==> config.mk <==
export PLATFORM = sky130hd
export DESIGN_NAME = tod_clock
export DESIGN_NICKNAME = d
export VERILOG_FILES = /design/src/rtl/tod_pkg.sv /design/src/rtl/tod_tick_gen.sv /design/src/rtl/tod_btn_cond.sv /design/src/rtl/tod_counter.sv /design/src/rtl/tod_clock.sv
export SDC_FILE = /design/constraint.sdc
export NUM_CORES = 1
export LEC_CHECK = 0
export ABC_AREA = 1
export BUFFER_PORTS_ARGS = -buffer_cell sky130_fd_sc_hd__buf_2
export CAP_MARGIN = 10
export CELL_PAD_IN_SITES_DETAIL_PLACEMENT = 2
export CELL_PAD_IN_SITES_GLOBAL_PLACEMENT = 2
export CORE_UTILIZATION = 32
export CTS_BUF_LIST = sky130_fd_sc_hd__clkbuf_4
export CTS_CLUSTER_DIAMETER = 50
export DETAILED_ROUTE_END_ITERATION = 10
export PLACE_DENSITY_LB_ADDON = 0.1
export SYNTH_ARGS = -nofsm -noshare
export SYNTH_HDL_FRONTEND = slang
export SYNTH_HIERARCHICAL = 1
export SYNTH_SLANG_ARGS = --single-unit
==> constraint.sdc <==
create_clock -name clk -period 2.15 [get_ports clk]
set_input_delay 0.215 -clock clk [delete_from_list [all_inputs] [get_ports clk]]
set_output_delay 0.215 -clock clk [all_outputs]
set_load 0.01 [all_outputs]
==> src/rtl/tod_pkg.sv <==
package tod_pkg;

    typedef struct packed {
        logic [3:0] tens;
        logic [3:0] ones;
    } bcd2_t;

    typedef enum logic [1:0] {
        DB_IDLE_LO,
        DB_WAIT_HI,
        DB_IDLE_HI,
        DB_WAIT_LO
    } db_state_e;

    // true when the pair holds its last value before wrapping
    function automatic logic bcd_at_top(bcd2_t v, logic [3:0] top_t, logic [3:0] top_o);
        return (v.tens == top_t) && (v.ones == top_o);
    endfunction

    function automatic bcd2_t bcd_step(bcd2_t v, logic [3:0] top_t, logic [3:0] top_o);
        bcd2_t r;
        if (bcd_at_top(v, top_t, top_o)) begin
            r = '0;
        end else if (v.ones == 4'd9) begin
            r.tens = v.tens + 4'd1;
            r.ones = 4'd0;
        end else begin
            r.tens = v.tens;
            r.ones = v.ones + 4'd1;
        end
        return r;
    endfunction

endpackage

==> src/rtl/tod_tick_gen.sv <==
module tod_tick_gen #(
    parameter int CLK_PER_US = 12,
    parameter int US_PER_MS  = 1000,
    parameter int MS_PER_S   = 1000
) (
    input  logic clk,
    input  logic rst,
    output logic us_tick,
    output logic ms_tick,
    output logic s_tick
);
    localparam int UW = $clog2(CLK_PER_US > 1 ? CLK_PER_US : 2);
    localparam int MW = $clog2(US_PER_MS  > 1 ? US_PER_MS  : 2);
    localparam int SW = $clog2(MS_PER_S   > 1 ? MS_PER_S   : 2);

    logic [UW-1:0] us_cnt;
    logic [MW-1:0] ms_cnt;
    logic [SW-1:0] s_cnt;

    assign us_tick = (us_cnt == UW'(CLK_PER_US - 1));
    assign ms_tick = us_tick && (ms_cnt == MW'(US_PER_MS - 1));
    assign s_tick  = ms_tick && (s_cnt == SW'(MS_PER_S - 1));

    always_ff @(posedge clk) begin
        if (rst) begin
            us_cnt <= '0;
            ms_cnt <= '0;
            s_cnt  <= '0;
        end else begin
            us_cnt <= us_tick ? '0 : us_cnt + UW'(1);
            if (us_tick) ms_cnt <= ms_tick ? '0 : ms_cnt + MW'(1);
            if (ms_tick) s_cnt  <= s_tick  ? '0 : s_cnt + SW'(1);
        end
    end

    generate
        if (CLK_PER_US > 1) begin : g_gap_chk
            p_us_gap_r1: assert property (@(posedge clk) disable iff (rst)
                us_tick |=> !us_tick);
            p_ms_gap_r2: assert property (@(posedge clk) disable iff (rst)
                ms_tick |=> !ms_tick && !s_tick);
        end
    endgenerate

endmodule

==> src/rtl/tod_btn_cond.sv <==
module tod_btn_cond #(
    parameter int DEBOUNCE_MS = 10
) (
    input  logic clk,
    input  logic rst,
    input  logic ms_tick,
    input  logic btn_raw,
    output logic press
);
    import tod_pkg::*;

    localparam int CW = $clog2(DEBOUNCE_MS + 1);

    logic [1:0]    sync_q;
    logic          lvl;
    logic [CW-1:0] cnt;
    logic          done;
    db_state_e     state, state_nx;

    assign lvl  = sync_q[1];
    assign done = ms_tick && (cnt == CW'(DEBOUNCE_MS - 1));

    always_ff @(posedge clk) begin
        if (rst) sync_q <= '0;
        else     sync_q <= {sync_q[0], btn_raw};
    end

    always_comb begin
        state_nx = state;
        unique case (state)
            DB_IDLE_LO: if (lvl)  state_nx = DB_WAIT_HI;
            DB_WAIT_HI: if (!lvl) state_nx = DB_IDLE_LO;
                        else if (done) state_nx = DB_IDLE_HI;
            DB_IDLE_HI: if (!lvl) state_nx = DB_WAIT_LO;
            DB_WAIT_LO: if (lvl)  state_nx = DB_IDLE_HI;
                        else if (done) state_nx = DB_IDLE_LO;
            default:    state_nx = DB_IDLE_LO;
        endcase
    end

    always_ff @(posedge clk) begin
        if (rst) state <= DB_IDLE_LO;
        else     state <= state_nx;
    end

    // stability counter: restarts whenever a wait state is entered
    always_ff @(posedge clk) begin
        if (rst || (state_nx != state)) cnt <= '0;
        else if (ms_tick && (state == DB_WAIT_HI || state == DB_WAIT_LO)) cnt <= cnt + CW'(1);
    end

    always_comb begin
        press = (state == DB_WAIT_HI) && (state_nx == DB_IDLE_HI);
    end

    p_single_pulse_r8: assert property (@(posedge clk) disable iff (rst)
        press |=> !press);
    p_press_on_ms_r8: assert property (@(posedge clk) disable iff (rst)
        press |-> ms_tick && lvl);

endmodule

==> src/rtl/tod_counter.sv <==
module tod_counter (
    input  logic           clk,
    input  logic           rst,
    input  logic           s_tick,
    input  logic           adv_hr,
    input  logic           adv_min,
    output tod_pkg::bcd2_t hr,
    output tod_pkg::bcd2_t mn,
    output tod_pkg::bcd2_t sec
);
    import tod_pkg::*;

    always_ff @(posedge clk) begin
        if (rst) begin
            hr  <= '0;
            mn  <= '0;
            sec <= '0;
        end else if (adv_hr || adv_min) begin
            sec <= '0;
            if (adv_hr)  hr <= bcd_step(hr, 4'd2, 4'd3);
            if (adv_min) mn <= bcd_step(mn, 4'd5, 4'd9);
        end else if (s_tick) begin
            sec <= bcd_step(sec, 4'd5, 4'd9);
            if (bcd_at_top(sec, 4'd5, 4'd9)) begin
                mn <= bcd_step(mn, 4'd5, 4'd9);
                if (bcd_at_top(mn, 4'd5, 4'd9)) hr <= bcd_step(hr, 4'd2, 4'd3);
            end
        end
    end

    p_sec_bcd_r3: assert property (@(posedge clk) disable iff (rst)
        sec.tens <= 4'd5 && sec.ones <= 4'd9);
    p_hr_range_r4: assert property (@(posedge clk) disable iff (rst)
        hr.tens < 4'd2 ? hr.ones <= 4'd9 : (hr.tens == 4'd2 && hr.ones <= 4'd3));
    p_hr_wrap_r5: assert property (@(posedge clk) disable iff (rst)
        adv_hr && hr.tens == 4'd2 && hr.ones == 4'd3 |=> hr == '0);
    p_no_carry_r6: assert property (@(posedge clk) disable iff (rst)
        adv_min && !adv_hr |=> $stable(hr));
    p_press_clears_r7: assert property (@(posedge clk) disable iff (rst)
        adv_hr || adv_min |=> sec == '0);
    p_reset_zero_r9: assert property (@(posedge clk)
        rst |=> hr == '0 && mn == '0 && sec == '0);

endmodule

==> src/rtl/tod_clock.sv <==
module tod_clock #(
    parameter int CLK_PER_US  = 12,
    parameter int US_PER_MS   = 1000,
    parameter int MS_PER_S    = 1000,
    parameter int DEBOUNCE_MS = 10
) (
    input  logic       clk,
    input  logic       rst,
    input  logic       btn_hour,
    input  logic       btn_minute,
    output logic       us_tick,
    output logic       ms_tick,
    output logic       s_tick,
    output logic [3:0] hr_tens,
    output logic [3:0] hr_ones,
    output logic [3:0] min_tens,
    output logic [3:0] min_ones,
    output logic [3:0] sec_tens,
    output logic [3:0] sec_ones
);
    import tod_pkg::*;

    localparam int NBTN = 2;

    logic [NBTN-1:0] raw;
    logic [NBTN-1:0] adv;
    bcd2_t           hr, mn, sec;

    assign raw = {btn_minute, btn_hour};

    tod_tick_gen #(
        .CLK_PER_US(CLK_PER_US),
        .US_PER_MS (US_PER_MS),
        .MS_PER_S  (MS_PER_S)
    ) u_ticks (
        .clk    (clk),
        .rst    (rst),
        .us_tick(us_tick),
        .ms_tick(ms_tick),
        .s_tick (s_tick)
    );

    generate
        for (genvar b = 0; b < NBTN; b++) begin : g_btn
            tod_btn_cond #(.DEBOUNCE_MS(DEBOUNCE_MS)) u_cond (
                .clk    (clk),
                .rst    (rst),
                .ms_tick(ms_tick),
                .btn_raw(raw[b]),
                .press  (adv[b])
            );
        end
    endgenerate

    tod_counter u_time (
        .clk    (clk),
        .rst    (rst),
        .s_tick (s_tick),
        .adv_hr (adv[0]),
        .adv_min(adv[1]),
        .hr     (hr),
        .mn     (mn),
        .sec    (sec)
    );

    assign hr_tens  = hr.tens;
    assign hr_ones  = hr.ones;
    assign min_tens = mn.tens;
    assign min_ones = mn.ones;
    assign sec_tens = sec.tens;
    assign sec_ones = sec.ones;

endmodule

* Yosys cells after proc, flatten, opt, wreduce, memory -nomap -nowiden *
Index checks and enable logic that the tools add are counted.

cells by class
  $add $sub $neg = 11
  eq/ne operators = 24
  multiplexer cells = 31
  reductions and logical operators = 27

operators by type and width
  kind                                                                   count
  8-bit two-way mux                                                      15
  4-bit by 1-bit adder with 4-bit output, second input constant          9
  4-bit equality test, second input constant                             6
  2-bit two-way mux                                                      12
  10-bit by 1-bit adder with 10-bit output, second input constant        2
  10-bit equality test, second input constant                            2
  10-bit two-way mux                                                     2
  2-bit one-hot mux with 4 select lines                                  2
  2-bit equality test, second input constant                             6
  1-bit logical AND                                                      11
  4-bit by 2-bit equality test with 1-bit output, second input constant  2
  4-bit by 3-bit equality test with 1-bit output, second input constant  2
  2-bit nonzero test                                                     4
  1-bit logical OR                                                       5
  2-bit by 1-bit equality test with 1-bit output, second input constant  2
  2-bit zero test                                                        2
  2-bit by 1-bit != test with 1-bit output, second input constant        2
  2-bit != test                                                          2
  4-bit AND reduction                                                    1
  2-bit OR reduction                                                     2
  3-bit AND reduction                                                    1
  2-bit AND reduction                                                    1

storage, ports and cells
  register bits after elaboration = 64
  input bits = 4
  output and inout port bits = 27
  word-level logic and storage cells = 108

* Depth between registers and ports, before layout *
Gate-level depths: netlist of run 1.

  word-level depth = 11
  gate-level depth with buffers = 16

* Hierarchy *
The synthesis of run 1 kept the hierarchy.

modules (own cells, without submodules)
  module        times used  cells each  area each (um^2)
  tod_counter   1           194         1,473.9
  tod_tick_gen  1           191         1,311.3
  tod_btn_cond  2           50          380.4

* Least setup slack after synthesis of run 1 *
No wires, ideal clock.

  path type = register -> register
  start = register u_ticks.us_cnt[0]
  end = register u_time/mn[4] (netlist name)
  setup time = 0.115 ns
  arrival time = 2.184 ns
  required time = 2.035 ns
  slack = -0.149 ns
  cell stages (with the launch flop) = 15
  buffers on the path = 0
  path through = dfxtp_1 ha_1 inv_2 nor2_4 nand3_2 nor2_4 nand2_2 nor2_4 nand3_1 nor2_1 nor2_1 nor3_1 nand3_2 o21ai_1 nor2_1

on the way
  cells in the longest elaborated chain, start to end = 11

RTL lines
  element                                                                                   RTL line                                source
  start: declaration                                                                        tod_tick_gen.sv:16                      logic [UW-1:0] us_cnt;
  start signal: assignment                                                                  tod_tick_gen.sv:30                      us_cnt <= us_tick ? '0 : us_cnt + UW'(1);
  4-bit equality test *                                                                     tod_tick_gen.sv:20                      assign us_tick = (us_cnt == UW'(CLK_PER_US - 1));
  1-bit logical AND *                                                                       tod_tick_gen.sv:21                      assign ms_tick = us_tick && (ms_cnt == MW'(US_PER_MS - 1));
  via ms_tick                                                                               tod_clock.sv:12                         output logic ms_tick,
  1-bit logical AND *                                                                       tod_btn_cond.sv:21                      assign done = ms_tick && (cnt == CW'(DEBOUNCE_MS - 1));
  2-bit two-way mux (on tied branches)                                                      tod_btn_cond.sv:36, tod_btn_cond.sv:33
  2-bit two-way mux (on tied branches)                                                      tod_btn_cond.sv:35, tod_btn_cond.sv:32
  2-bit one-hot mux with 4 select lines *                                                   tod_btn_cond.sv:30                      unique case (state)
  2-bit equality test *                                                                     tod_btn_cond.sv:53                      press = (state == DB_WAIT_HI) && (state_nx == DB_IDLE_HI);
  1-bit logical AND *                                                                       tod_btn_cond.sv:53
  via adv[1]                                                                                tod_clock.sv:26                         logic [NBTN-1:0] adv;
  1-bit logical OR                                                                          tod_counter.sv:18                       end else if (adv_hr || adv_min) begin
  2-bit by 1-bit != test with 1-bit output (no line) or 2-bit nonzero test (tied branches)  --
  3-bit AND reduction (no line)                                                             --

Mark *: on every way through the listed nets, which the timed path passes. The rest lies on a longest branch.
A chain may end at the register's enable or synchronous reset.

* Worst setup path in the final report of run 1 *
  start = register u_ticks.us_cnt[0]
  end = register u_time/hr[3] (netlist name)

on the way
  cells in the longest elaborated chain, start to end = 11

RTL lines
  element                                                                                   RTL line
  4-bit equality test *                                                                     tod_tick_gen.sv:20
  1-bit logical AND *                                                                       tod_tick_gen.sv:21
  1-bit logical AND *                                                                       tod_btn_cond.sv:21
  2-bit two-way mux (on tied branches)                                                      tod_btn_cond.sv:36, tod_btn_cond.sv:33
  2-bit two-way mux (on tied branches)                                                      tod_btn_cond.sv:35, tod_btn_cond.sv:32
  2-bit one-hot mux with 4 select lines *                                                   tod_btn_cond.sv:30
  2-bit equality test *                                                                     tod_btn_cond.sv:53
  1-bit logical AND *                                                                       tod_btn_cond.sv:53
  via adv[0]                                                                                tod_clock.sv:26
  1-bit logical OR                                                                          tod_counter.sv:18
  2-bit by 1-bit != test with 1-bit output (no line) or 2-bit nonzero test (tied branches)  --
  4-bit AND reduction (no line)                                                             --

Marked as above.

==> out/results.tsv, run 1 <==
metric	value	unit
largest family of logic cells by synthesized area	simple AND/OR/NAND/NOR gates	
largest net degree at the start of global routing	16	
clock slew at reported path FFs	0.10	ns
vias per cell	4.782	
f_max	485.4	MHz
Die Span X	107.3	µm
layout cells sized above 1	30.70	%
final setup fails	0	
Top FF cell, synth	dfxtp_1	
1st-pass router iterations	4	
CP arrival	2.44	ns
RSZ-0062 raised after global routing	yes	
Design Power	2.216	mW
# nets final	588	
Leakage Power	1.874	nW
Rows	38	
DIE HEIGHT	107.3	µm
pwr/cell area	495.0	nW/µm²
post-layout util	41.31	%
NetSw	0.5316	mW
reg2reg path depth	14	
H-tree Lvls	3	
Clk network pwr share	42.1	%
hold path depth	2	
Fin. Hold Viols	0	
Synth top cells by count	79 x nor2_1, 77 x nand2_1, 64 x dfxtp_1	
Period minus WS final	2.060	ns
CTS tree	yes	
max_slew headroom	74.15	%
Synth async-reset ratio	0	%
post-DR wirelength/cell	14.32	µm
Synth Area in Compound Gates	7.657	%
setup TNS	0	ns
number of global-route vias before repair	3736	
post-synthesis xor/xnor area fraction	3.211	%
Final Skew	0.01152	ns
Port Buffers	30	
Syn Inst Count	485	
post-DP HPWL	7.795	mm
simple-gate share of the synthesized area	38.67	%
Mapped Area	3546	µm²
Comb pwr share	3.6	%
gr usage total	19.43	%
switch share	23.98	%
maxcap violations	0	
syn nets	508	
final weighted congestion in routability-driven placement	0.7665	
Register Area	1291	µm²
Initial Util	32.71	%
# fillers	1304	
I/O pin count	31	
DP Area	4070	µm²
area grow syn2layout	26.29	%
antenna violations before repair	1	
Yosys warning count	6	
required time of the critical path	2.53	ns
post-synthesis mux area share	0	%
count leader, synth	nor2_1	
Clock Tree Buf Depth	2	
crit-path max FO	8	
Num CTS Buffers	9	
die area	11510	µm²
Yosys reg bits	64	
cell area after layout	4478	µm²
via count	3400	
CP Launch Type	register	
worst vdd ir	340.0	µV
synthesized-area fraction occupied by adder cells	6.704	%
Antenna Nets Post-Route	0	
Flop pwr share	54.3	%
worst min path class	in -> reg	
Pint	1.685	mW
top cells by area, synth	dfxtp_1 36%, nor2_1 8.4%, nand2_1 8.2%, ha_1 6.7%, inv_1 6.6%	
Worst Tran Pin Value	0.3848	ns
Core Box Area	10840	µm²
TritonCTS Sinks	64	
Overflow after GRT	0	
Root Buffer	clkbuf_4	
Final Cycle Share	95.83	%
Setup CP Type	reg -> reg	
status	complete, no violations	
first-pass GRT wire length	17.33	mm
worst skew pair latency	0.45	ns
synthesized area per cell	7.311	µm²
multi-input logic area	2125	µm²
sequential area share after synthesis	36.13	%
Post-synth EDFFs	0	
Yosys top cell by area	dfxtp_1	
Final Max Slew Viols	0	
detailed-route wire length	10.18	mm
drt first-iter violations	112	
DRC errors left	0	
Setup crit end kind	register	
Yosys cell types	35	
area share of the largest cell type after synthesis	36.13	%
layout make-up:
type                    instances  area share [%]
repair buffers                 70           10.48
multi-input cells             351           47.44
flip-flops and latches         64           28.83
clock inverters                 7           1.928
clock buffers                   9           1.509
well taps                     140           3.912
diodes                          1         0.05588
inverters                      69           5.840
worst max-delay path: stages (launching register included):
cell and delay, ns:
dfxtp_2 0.37, ha_4 0.14, inv_2 0.04, nor2_4 0.08, nand3_2 0.10, nor2_4 0.17
nand2_2 0.10, nor2_4 0.12, nand3_2 0.13, nor2_4 0.15, nor2_2 0.07, nand2_4 0.15
buf_4 0.14, nand3_1 0.09, a21oi_2 0.14
cell usage in the layout, fill, tap and decap left out, drive strengths merged, types with 9 or more instances in the layout:
| cell | Yosys | final |
|---|---|---|
| ha | 19 | 19 |
| nand3 | 42 | 42 |
| clkbuf | 0 | 9 |
| dfxtp | 64 | 64 |
| a21oi | 28 | 28 |
| xor2 | 9 | 9 |
| buf | 1 | 68 |
| o21ai | 16 | 16 |
| nor3 | 15 | 15 |
| nand2 | 102 | 102 |
| nor2 | 95 | 95 |
| inv | 68 | 68 |
registers in the layout (all words and copies together) (netlist names):
signal,count
u_ticks/ms_cnt,10
u_ticks/s_cnt,10
g_btn.u_cond/cnt,8
u_time/hr,8
u_time/mn,8
u_time/sec,8
g_btn.u_cond/state,4
g_btn.u_cond/sync_q,4
u_ticks/us_cnt,4
cell families (layout without fill, tap and decap cells):
kind of cell / Yosys count / in the layout
buffers and inverters: 70 / 155
AOI/OAI and AO/OA: 50 / 50
and+or+nand+nor: 269 / 269
adders and majority gates: 19 / 19
other: 0 / 1
xor gates and xnor gates: 13 / 13
DFF: 64 / 64
through the flow:
stage	hold WS, ns	setup WS, ns	std cells
floorplan	0.2841	0.005039	485
global placement	0.3904	0.03769	680
detailed placement	0.4005	-0.1290	680
CTS	0.08005	-0.03166	702
global route	0.06620	-0.07578	711
finish	0.1054	0.08971	711
layer usage:
metal  track usage (%)  vias to the layer above  share of wire [%]
li1                  -                     1709                  -
met1             21.22                     1644                 43
met2             35.76                       36                 53
met3             6.295                       11                3.1
met4             5.284                        0                1.1
met5                 0                        -                  0
power groups by stage:
| stage | registers [mW] | clock network, mW | logic [mW] |
|---|---|---|---|
| finish | 1.20 | 0.934 | 0.0793 |
| floorplan | 1.23 | 0 | 0.0457 |
| global route | 1.21 | 1.04 | 0.0912 |
| CTS | 1.20 | 0.982 | 0.0803 |
| detailed placement | 1.23 | 0 | 0.0752 |
| global placement | 1.23 | 0 | 0.0722 |
path summary, 6_finish.rpt:
kind                          endpoint  slack (ns)                       from
min reg2reg  g_btn[1].u_cond/sync_q[1]        0.42  g_btn[1].u_cond/sync_q[0]
max                       u_time/hr[3]        0.09          u_ticks/us_cnt[0]
min                       u_time/hr[1]        0.11                        rst
max reg2reg               u_time/hr[3]        0.09          u_ticks/us_cnt[0]
repair_timing:
action / 4_1_cts / 5_1_grt
hold buffers: 2 / 0
gates resized for setup: 11 / 30
pin swaps: 9 / 14
endpoints found under the hold margin: 2 / 0
setup buffers: 4 / 8
endpoints found under the setup margin: 24 / 25
Power figures use the tool's default switching activity.
==> inputs of run 2 (changes only) <==
--- a/config.mk
+++ b/config.mk
@@ -15,6 +15,7 @@
 export CTS_CLUSTER_DIAMETER = 50
 export DETAILED_ROUTE_END_ITERATION = 10
 export PLACE_DENSITY_LB_ADDON = 0.1
+export REMOVE_ABC_BUFFERS = 1
 export SYNTH_ARGS = -nofsm -noshare
 export SYNTH_HDL_FRONTEND = slang
 export SYNTH_HIERARCHICAL = 1
==> run 2 against run 1 <==
  * Via count fell by 0.50%
  * Global-route usage is 0.50 points lower
  * Non-clock buffer count grew 8
  * Fmax decreased by 3.2%
  * Total power fell by 5.8%
  * Clock power decreased by 14%
  * Register-to-register slack worse by 0.07 ns
  * Core utilization grew 0.43 points
  * Critical endpoint is now u_time/hr[4]
==> out/results.tsv, run 2 (same netlist as run 1, synthesis figures left out) <==
metric	value	unit
I/O pin count	31	
Die Span X	107.3	µm
CP Launch Type	register	
Initial Util	32.71	%
detailed-route wire length	10.34	mm
Overflow after GRT	0	
Num CTS Buffers	9	
Leakage Power	1.872	nW
final weighted congestion in routability-driven placement	0.7396	
post-DP HPWL	7.771	mm
worst skew pair latency	0.43	ns
ANT cells	0	
max_slew headroom	73.29	%
CP arrival	2.49	ns
cell area after layout	4524	µm²
Fin. Hold Viols	0	
layout cells sized above 1	31.72	%
Final Skew	0.01219	ns
# nets final	596	
Antenna Nets Post-Route	0	
clock slew at reported path FFs	0.10	ns
largest net degree at the start of global routing	19	
Port Buffers	30	
gr usage total	18.93	%
Design Power	2.087	mW
H-tree Lvls	3	
die area	11510	µm²
Clock Tree Buf Depth	2	
DP Area	4100	µm²
final setup fails	0	
vias per cell	4.718	
TritonCTS Sinks	64	
Worst Tran Pin Value	0.4001	ns
required time of the critical path	2.52	ns
antenna violations before repair	0	
CTS tree	yes	
Root Buffer	clkbuf_4	
f_max	469.7	MHz
DRC errors left	0	
worst vdd ir	304.6	µV
area grow syn2layout	27.59	%
worst min path class	in -> reg	
commonest cells after routing, fill and taps aside	74 x nor2_1, 73 x nand2_1, 60 x inv_1	
maxcap violations	0	
Setup CP Type	reg -> reg	
via count	3383	
first-pass GRT wire length	16.83	mm
Final Cycle Share	99.01	%
1st-pass router iterations	4	
drt first-iter violations	74	
pwr/cell area	461.4	nW/µm²
status	complete, no violations	
number of global-route vias before repair	3614	
Rows	38	
RSZ-0062 raised after global routing	yes	
Final Max Slew Viols	0	
post-DR wirelength/cell	14.41	µm
Period minus WS final	2.129	ns
Largest regs	u_ticks/ms_cnt: 10 flops, u_ticks/s_cnt: 10 flops	
Core Box Area	10840	µm²
setup TNS	0	ns
crit-path max FO	8	
commonest non-fill, non-tap cell in the layout	nor2_1	
Setup crit end kind	register	
DIE HEIGHT	107.3	µm
==> run 2: path summary, 6_finish.rpt <==
check                             from                         to  slack, ns  cells after the start
max                  u_ticks/us_cnt[1]               u_time/hr[4]       0.02                     16
min                                rst               u_time/hr[2]       0.08                      2
max reg2reg          u_ticks/us_cnt[1]               u_time/hr[4]       0.02                     16
min reg2reg  g_btn[0].u_cond/sync_q[0]  g_btn[0].u_cond/sync_q[1]       0.42                      2
==> run 2: cell type report <==
cell class,instances,area (µm²)
Clock inverter,5,48.80
Tap cell,140,175.2
Timing Repair Buffer,78,530.5
Inverter,69,259.0
Sequential cell,64,1291
Clock buffer,10,75.07
Fill cell,1306,6316
Multi-Input combinational cell,351,2145
==> run 2: power by group <==
group	switching, mW	total [mW]	internal [mW]	leakage, nW
registers	0.00816	1.20	1.19	0.520
clock network	0.448	0.800	0.352	0.0734
logic	0.0525	0.0841	0.0316	1.28
total	0.509	2.09	1.58	1.87
==> run 2: layer usage <==
layer | vias up | routed length [µm] | GRT usage [%]
met5 | - | 0 | 0
met4 | 0 | 129 | 6.458
met3 | 12 | 221 | 3.995
met2 | 32 | 5490 | 35.90
met1 | 1614 | 4494 | 20.65
li1 | 1725 | - | -
==> run 2: worst max-delay path: stages, from the launching register on <==
cell	delay (ns)
dfxtp_2	0.36
ha_4	0.14
inv_2	0.04
nor2_4	0.11
nand3_4	0.10
nor2_4	0.18
nand2_2	0.10
nor2_4	0.10
nand3_2	0.10
nor2_4	0.20
nor2_4	0.08
nand2_4	0.18
buf_6	0.12
nand3_2	0.07
nand2_1	0.07
nand2_1	0.05
nor2_1	0.08
==> run 2: repair_timing <==
| item | in CTS | in global routing |
|---|---|---|
| pin swaps | 12 | 12 |
| hold buffers | 2 | 0 |
| endpoints found under the hold margin | 2 | 0 |
| endpoints found under the setup margin | 25 | 25 |
| buffers inserted | 4 | 11 |
| gates resized for setup | 26 | 23 |
| gates cloned | 0 | 0 |
==> run 2: per-stage QoR <==
step	utilization [%]	setup WS, ns	hold WS [ns]	std cells
global placement	37.82	-0.08598	0.3982	686
finish	41.74	0.02120	0.08490	717
global route	41.74	-0.1551	0.06419	717
detailed placement	37.82	-0.2418	0.4016	686
floorplan	-	-0.1485	0.2841	484
CTS	40.25	-0.02112	0.07357	707
==> inputs of run 3 (changes only) <==
--- a/config.mk
+++ b/config.mk
@@ -5,12 +5,11 @@
 export SDC_FILE = /design/constraint.sdc
 export NUM_CORES = 1
 export LEC_CHECK = 0
-export ABC_AREA = 1
 export BUFFER_PORTS_ARGS = -buffer_cell sky130_fd_sc_hd__buf_2
 export CAP_MARGIN = 10
 export CELL_PAD_IN_SITES_DETAIL_PLACEMENT = 2
 export CELL_PAD_IN_SITES_GLOBAL_PLACEMENT = 2
-export CORE_UTILIZATION = 32
+export CORE_UTILIZATION = 34
 export CTS_BUF_LIST = sky130_fd_sc_hd__clkbuf_4
 export CTS_CLUSTER_DIAMETER = 50
 export DETAILED_ROUTE_END_ITERATION = 10
==> run 3 against run 2 <==
  * The run now ends with negative setup slack left
  * Sequential cell count unchanged
  * Sequential power about the same
  * Wire length increased by 15%
  * First-iteration DRC count increased by 23%
  * Non-clock buffer count increased by 29
  * Largest cell class unchanged
==> out/results.tsv, run 3 <==
metric	value	unit
CP Launch Type	register	
top cells by area, synth	dfxtp_1 39%, ha_1 7.2%, a21oi_1 4.3%, xor2_1 3.2%, nand3_1 2.7%	
Overflow after GRT	0	
number of global-route vias before repair	3553	
DRC errors left	0	
cell repeated most along the worst path	buf_4	
drt first-iter violations	91	
setup TNS	-6.424	ns
Fin. Hold Viols	0	
largest family of logic cells by synthesized area	simple AND/OR/NAND/NOR gates	
post-DR wirelength/cell	19.58	µm
Top FF cell, synth	dfxtp_1	
Leakage Power	1.830	nW
area grow syn2layout	38.69	%
# nets final	497	
die area	10090	µm²
required time of the critical path	2.51	ns
# fillers	1002	
Syn Inst Count	365	
Synth Area in Compound Gates	15.11	%
Design Power	2.013	mW
area share of the largest cell type after synthesis	38.88	%
ANT cells	0	
Setup CP Type	reg -> reg	
Yosys reg bits	64	
antenna violations before repair	0	
Rows	35	
Die Span X	100.5	µm
Mapped Area	3296	µm²
1st-pass router iterations	4	
Final Max Slew Viols	0	
Worst Tran Pin Value	0.3876	ns
final setup fails	20	
Root Buffer	clkbuf_4	
Setup crit end kind	register	
slowest CP cell	or4_1	
worst min path class	in -> reg	
Final Cycle Share	120.2	%
first-pass GRT wire length	18.40	mm
Clock Tree Buf Depth	2	
Final Skew	0.01765	ns
layout cells sized above 1	39.87	%
Synth top cells by count	64 x dfxtp_1, 28 x a21oi_1, 23 x nor2_1	
clock slew at reported path FFs	0.12	ns
commonest non-fill, non-tap cell in the layout	buf_4	
Port Buffers	30	
max_slew headroom	74.16	%
DIE HEIGHT	100.5	µm
H-tree Lvls	3	
detailed-route wire length	11.91	mm
maxcap violations	0	
Initial Util	35.33	%
chain of cells forming the critical path	nand4bb_4, nor4_2, buf_4, and4_4, and4b_4, a41oi_4, buf_4, or4_1, a21oi_1	
f_max	387.0	MHz
Antenna Nets Post-Route	0	
synthesized-area fraction occupied by adder cells	7.213	%
simple-gate share of the synthesized area	28.74	%
gr usage total	23.46	%
worst vdd ir	229.8	µV
Yosys cell types	56	
sequential area share after synthesis	38.88	%
post-DP HPWL	7.335	mm
Yosys warning count	6	
post-synthesis mux area share	1.215	%
CTS tree	yes	
hold slack	0.02251	ns
count leader, synth	dfxtp_1	
Num CTS Buffers	9	
status	complete, but fails checks	
vias per cell	5.403	
largest net degree at the start of global routing	27	
via count	3285	
post-layout util	49.00	%
violated checks	negative setup slack	
TritonCTS Sinks	64	
Place WS	-0.6347	ns
final weighted congestion in routability-driven placement	0.7279	
Yosys top cell by area	dfxtp_1	
RSZ-0062 raised after global routing	yes	
Largest regs	u_ticks/ms_cnt: 10 flops, u_ticks/s_cnt: 10 flops	
post-synthesis xor/xnor area fraction	4.518	%
crit-path max FO	5	
Synth async-reset ratio	0	%
pwr/cell area	440.4	nW/µm²
Core Box Area	9328	µm²
Period minus WS final	2.584	ns
Post-synth EDFFs	0	
max incr delay on CP	0.40	ns
I/O pin count	31	
commonest cells after routing, fill and taps aside	65 x buf_4, 56 x dfxtp_1, 29 x buf_2	
worst skew pair latency	0.42	ns
CP arrival	2.94	ns
synthesized area per cell	9.029	µm²
PnR worst setup slack	-0.4341	ns
## run 3: changes by cell type after synthesis, moves of 8 or more
cell	before	now
nor2_4	11	0
o21ai_0	10	18
inv_1	62	21
or3_1	0	11
nand3_1	33	18
nand2_1	77	19
nand2_2	20	2
or4_1	0	10
nor2_1	79	23
## run 3: path summary, 6_finish.rpt
path,start,endpoint,slack (ns),depth (start not counted)
max reg2reg,u_ticks/ms_cnt[3],u_time/hr[7],-0.43,9
min,btn_hour,g_btn[0].u_cond/sync_q[0],0.02,2
max,u_ticks/ms_cnt[3],u_time/hr[7],-0.43,9
min reg2reg,g_btn[1].u_cond/sync_q[0],g_btn[1].u_cond/sync_q[1],0.46,1
## run 3: report_power, final
part	internal [mW]	total, mW	switching (mW)	leakage (nW)
clock network	0.253	0.722	0.469	0.0678
logic	0.0306	0.0816	0.0510	1.24
registers	1.20	1.21	0.0119	0.521
## run 3: metrics by stage
step                cell area (µm²)  std cells
floorplan                      3232        354
global placement               3981        569
detailed placement             3981        569
CTS                            4370        600
global route                   4571        608
finish                         4571        608
## run 3: final cells by class
class | instances | area (µm²) | area share, %
multi-input cells | 271 | 2142 | 46.87
repair buffers | 107 | 788.3 | 17.25
well taps | 129 | 161.4 | 3.531
inverters | 21 | 81.33 | 1.779
clock buffers | 11 | 82.58 | 1.807
flip-flops and latches | 64 | 1291 | 28.25
clock inverters | 5 | 23.77 | 0.5201
## run 3: kinds of logic (layout without fill, tap and decap cells)
group / after synthesis / count (layout)
and+or+nand+nor: 153 / 153
AOI/OAI and AO/OA: 76 / 78
DFF: 64 / 64
buffers and inverters: 32 / 144
adders and majority gates: 19 / 19
xor gates and xnor gates: 17 / 17
muxes: 4 / 4
## run 3: layer usage
| layer | GRT usage (%) | routed length (µm) |
|---|---|---|
| met5 | 0 | 0 |
| met4 | 7.023 | 163 |
| met3 | 4.438 | 311 |
| met2 | 42.36 | 6245 |
| met1 | 28.15 | 5185 |
## run 3: critical path: cells and delay by family (launching register included)
kind                   cells  cell delay, ns
and+or+nand+nor            5            1.55
DFF                        1            0.33
buffers and inverters      2            0.35
AOI/OAI and AO/OA          2            0.32
## run 3: repair_timing
item                       in CTS  in global routing
cloned                          2                  0
resized for setup              42                 38
pin swaps                      25                 19
setup buffers                  14                 11
setup endpoints to repair      22                 30
hold buffers                    0                  0
